==> src/rtl/wdt_por_supervisor.sv <==
module wdt_por_supervisor #(
  parameter int TICKS_250MS = 8192
) (
  input  logic       clk,
  input  logic       rst_n,
  input  logic       tick,
  input  logic       vdd_ok,
  input  logic [1:0] wd_sel,
  input  logic       kick,
  output logic       sys_rst_n,
  output logic       wd_bite
);
  localparam int P_LONG  = 7 * TICKS_250MS;
  localparam int P_MID   = 3 * TICKS_250MS;
  localparam int P_SHORT = TICKS_250MS;
  localparam int CW      = $clog2(P_LONG + 1);
  localparam int HW      = $clog2(TICKS_250MS + 1);
  localparam logic [HW-1:0] HOLD_LAST = HW'(TICKS_250MS - 1);

  typedef enum logic [1:0] {ST_HOLD_PWR, ST_RUN, ST_HOLD_WD} st_t;

  st_t           st;
  logic [HW-1:0] hold_cnt;
  logic [CW-1:0] wd_cnt;
  logic [CW-1:0] wd_last;
  logic [1:0]    sel_q;

  wire wd_off  = (sel_q == 2'b11);
  wire sel_chg = (wd_sel != sel_q);

  always_comb begin
    case (sel_q)
      2'b00:   wd_last = CW'(P_LONG - 1);
      2'b01:   wd_last = CW'(P_MID - 1);
      default: wd_last = CW'(P_SHORT - 1);
    endcase
  end

  always_ff @(posedge clk or negedge rst_n) begin
    if (!rst_n) begin
      st       <= ST_HOLD_PWR;
      hold_cnt <= '0;
      wd_cnt   <= '0;
      sel_q    <= 2'b00;
    end else begin
      sel_q <= wd_sel;
      if (!vdd_ok) begin
        st       <= ST_HOLD_PWR;
        hold_cnt <= '0;
        wd_cnt   <= '0;
      end else begin
        case (st)
          ST_RUN: begin
            if (wd_off || sel_chg || kick) begin
              wd_cnt <= '0;
            end else if (tick) begin
              if (wd_cnt == wd_last) begin
                st       <= ST_HOLD_WD;
                wd_cnt   <= '0;
                hold_cnt <= '0;
              end else begin
                wd_cnt <= wd_cnt + 1'b1;
              end
            end
          end
          default: begin
            wd_cnt <= '0;
            if (tick) begin
              if (hold_cnt == HOLD_LAST) begin
                st       <= ST_RUN;
                hold_cnt <= '0;
              end else begin
                hold_cnt <= hold_cnt + 1'b1;
              end
            end
          end
        endcase
      end
    end
  end

  assign sys_rst_n = (st == ST_RUN);
  assign wd_bite   = (st == ST_HOLD_WD);


  vdd_drop_chk: assert property (@(posedge clk) disable iff (!rst_n)
    !vdd_ok |=> (!sys_rst_n && !wd_bite));


  bite_in_reset_chk: assert property (@(posedge clk) disable iff (!rst_n)
    wd_bite |-> !sys_rst_n);


  bite_start_chk: assert property (@(posedge clk) disable iff (!rst_n)
    $rose(wd_bite) |-> $fell(sys_rst_n));


  kick_keeps_run_chk: assert property (@(posedge clk) disable iff (!rst_n)
    (sys_rst_n && kick && vdd_ok) |=> sys_rst_n);


  off_no_timeout_chk: assert property (@(posedge clk) disable iff (!rst_n)
    (sys_rst_n && wd_off && vdd_ok) |=> sys_rst_n);


  release_needs_vdd_chk: assert property (@(posedge clk) disable iff (!rst_n)
    $rose(sys_rst_n) |-> $past(vdd_ok));


  no_tick_stable_chk: assert property (@(posedge clk) disable iff (!rst_n)
    (!tick && vdd_ok && !sys_rst_n) |=> !sys_rst_n);

endmodule

==> config.mk <==
export PLATFORM = sky130hd
export DESIGN_NAME = wdt_por_supervisor
export DESIGN_NICKNAME = d
export VERILOG_FILES = /design/src/rtl/wdt_por_supervisor.sv
export SDC_FILE = /design/constraint.sdc
export NUM_CORES = 1
export LEC_CHECK = 0
export BUFFER_PORTS_ARGS = -buffer_cell sky130_fd_sc_hd__buf_2
export CORE_MARGIN = 2
export CORE_UTILIZATION = 45
export DETAILED_ROUTE_END_ITERATION = 7
export PLACE_DENSITY = 0.72
export SLEW_MARGIN = 20
export SYNTH_ARGS = -nofsm -noshare
export SYNTH_HDL_FRONTEND = slang
export SYNTH_SLANG_ARGS = --single-unit
==> constraint.sdc <==
create_clock -name clk -period 4.1 [get_ports clk]
set_clock_uncertainty 0.15 [all_clocks]
set_input_delay 0.41 -clock clk [delete_from_list [all_inputs] [get_ports clk]]
set_output_delay 0.41 -clock clk [all_outputs]
set_load 0.03 [all_outputs]
==> impl_results.md <==
- Clock transition at path regs: 60 ps
- Non-filler cells, final: 282
- Setup crit start kind: flip-flop
- Endpoint class of the critical path: flip-flop
- RSZ-0062 raised after global routing: no
- Area grow syn2layout: 7.96%
- Synth Cell Area: 2030 sq um
- Synth Net Count: 231
- Part of the power in registers: 0.546
- Rel. slew slack: 0.361
- Core Box Area: 4350 sq um
- Initial antenna violation count: 0
- Synth cell count leaders: dfrtp_1 (34), nand2_1 (19), nand3_1 (18), nor2_1 (18), xnor2_1 (10)
- WP data required: approximately 4100 ps
- WL met2: 1890 microns
- TritonCTS clock tree: built
- Hold_buf cts: 0
- Cells after DPL: 276
- Sw Pwr: around 0.00015 W
- WL per Instance: about 16 microns
- Asr flop ratio synth: 1.00
- Drt pass-1 iters: 5
- Number of synthesized flops with an enable pin: 0
- P_leak: 0.835 nW
- DRT Wirelength: 4470 microns
- Seq/Total Area, Yosys: 0.420
- Wire length on met1: 2230 microns
- Final std cell area, no fill: 2190 sq um
- Initial core utilization: 0.466
- Cell count after synthesis: 222
- Worst hold path type: in -> async
- Max-Cap Viols: 0
- FF+latch count, synth: 34
- Die Wd: approximately 70 microns
- Post-synth cell types: 47
- Antenna Nets Post-Route: 0
- Layout cells sized above 1: 0.100
- Sw Share: 0.235
- Synth warn: 0
- CTS root buffer: clkbuf_8
- Internal power: 0.000483 W
- Status: finished, final reports clean
- Top FF cell, synth: dfrtp_1
- Yosys top cell by area: dfrtp_1
- Post-layout min period: 2410 ps
- Total congestion overflow: 0
- Total Neg Setup Slack: 0 ps
- Clk sinks: 34
- Global-route wire length before repair: 7420 microns
- Fmax: ~410 MHz
- WL met3: 256 microns
- CP Data Arrival Time: roughly 2400 ps
- Peak VDD IR: 0.000200 V
- H-Tree Level Count: 2
- Mean Syn Cell Area: between 9 and 10 sq um
- Antenna diode count: 0
- Final period util: 0.588
- Final hold violations: 0
- Post-Place Cell Area: 2110 sq um
- CP max FO: 18
- Overall Global Routing Usage: 0.185
- Synth top area share: 0.420
- Final setup violating endpoints: 0
- Via count: 1748
- HPWL after DPL: 3220 microns
- Max clock buf depth: 2
- Die area: 5060 sq um
- Pwr dens: slightly below 300 nW/um^2
- Count leader, synth: dfrtp_1
- IO Port Bufs: 8
- Die height: 71.1 microns
- Largest net degree at the start of global routing: 35
- Clock power share: 0.385
- DRC violations left: 0
- Vias in the first global route: ~1500
- GP Congestion: 0.919
- Logic pwr share: 0.069
- Kind of critical path: reg -> reg
- Post-CTS setup buffer count: 0
- Synth area leaders: dfrtp_1 (42%), nand3_1 (4.4%), xnor2_1 (4.3%)
- Clock latency on the worst-skew pair: 290 ps
- Cts bufs inserted: 5
- First DRT Iteration DRCs: 98
- Row cnt: 24
- Max Slew Vio Count: 0
- Top Ports: 9
- Avg Vias per Cell: a little over 6
- Layout net count: 240
- Tightest Pin Transition: between 900 and 1000 ps
- Max layer used: met4
- Tot Pwr: about 0.00063 W
- Gates resized, CTS repair: 0
-- state kept, by name, summed over array words and instances (netlist names) --
register  cells
hold_cnt     14
sel_q         2
st            2
wd_cnt       16
-- area by class of cell --
type,instances,area (sq um)
Clock buffer,6,82.6
Multi-Input combinational cell,178,1130
Tap cell,52,65.1
Fill cell,400,2170
Inverter,4,15.0
Timing Repair Buffer,8,40.0
Sequential cell,34,851
-- metal layers --
layer,track usage,vias to the layer above
li1,-,857
met1,0.282,813
met2,0.259,67
met3,0.0299,11
met4,0.0839,0
met5,0,-
-- power groups by stage --
stage	Combinational [W]	Sequential, W	Clock, W
3_3_place_gp	0.0000430	0.000351	0
3_5_place_dp	0.0000433	0.000351	0
6_report	0.0000433	0.000345	0.000243
5_1_grt	0.0000487	0.000345	0.000262
2_1_floorplan	0.0000264	0.000349	0
4_1_cts	0.0000434	0.000345	0.000251
-- worst paths after layout --
path	from	to	slack, ps	depth (start not counted)
worst min-delay path	rst_n	hold_cnt[8]$_DFFE_PN0P_	40	1
min in group clk	wd_sel[1]	sel_q[1]$_DFF_PN0_	110	1
worst max-delay path	sel_q[1]$_DFF_PN0_	hold_cnt[13]$_DFFE_PN0P_	1690	5
worst min register to register	hold_cnt[13]$_DFFE_PN0P_	hold_cnt[13]$_DFFE_PN0P_	370	2
max in group asynchronous	rst_n	wd_cnt[6]$_DFFE_PN0P_	3280	1
worst max register to register	sel_q[1]$_DFF_PN0_	hold_cnt[13]$_DFFE_PN0P_	1690	5
-- kinds of logic (layout without fill, tap and decap cells) --
logic type | after synthesis | in the layout | share of synthesized area
buf+inv | 10 | 18 | 0.0204
compound gates | 63 | 63 | 0.219
flops | 34 | 34 | 0.420
fa+ha+maj | 2 | 2 | 0.0123
simple gates | 101 | 101 | 0.277
xor+xnor | 12 | 12 | 0.0519
-- worst max-delay path, cell delays in order, from the launching register on --
cell     delay (ps)
dfrtp_1         420
or3_4           410
o22ai_4         400
and3_1          440
o21ai_2         110
o41ai_1         380
-- placed cells by master (no fill, tap or decap), types with 3 or more instances in the layout --
cell,n
a21oi_1,8
nand2b_1,6
inv_1,4
nand4_1,4
a31oi_1,5
a32oi_1,3
o22ai_1,7
and3_1,9
buf_2,8
xnor2_1,10
nand2_1,19
a211oi_1,4
o2bb2ai_1,3
nor3_1,6
o21ai_0,9
nor2_1,18
dfrtp_1,34
clkbuf_8,6
and2_1,5
nand3_1,18
o31ai_1,8
-- metrics by stage --
stage                     hold slack [ps]  setup slack [ps]   util
after detailed placement              352              1610  0.484
after CTS                            69.2              1680  0.503
after floorplan                     -35.6              2110      -
after global routing                  101              1530  0.503
after global placement                331              1670  0.484
final                                37.9              1690  0.503
Power figures use the tool's default switching activity.
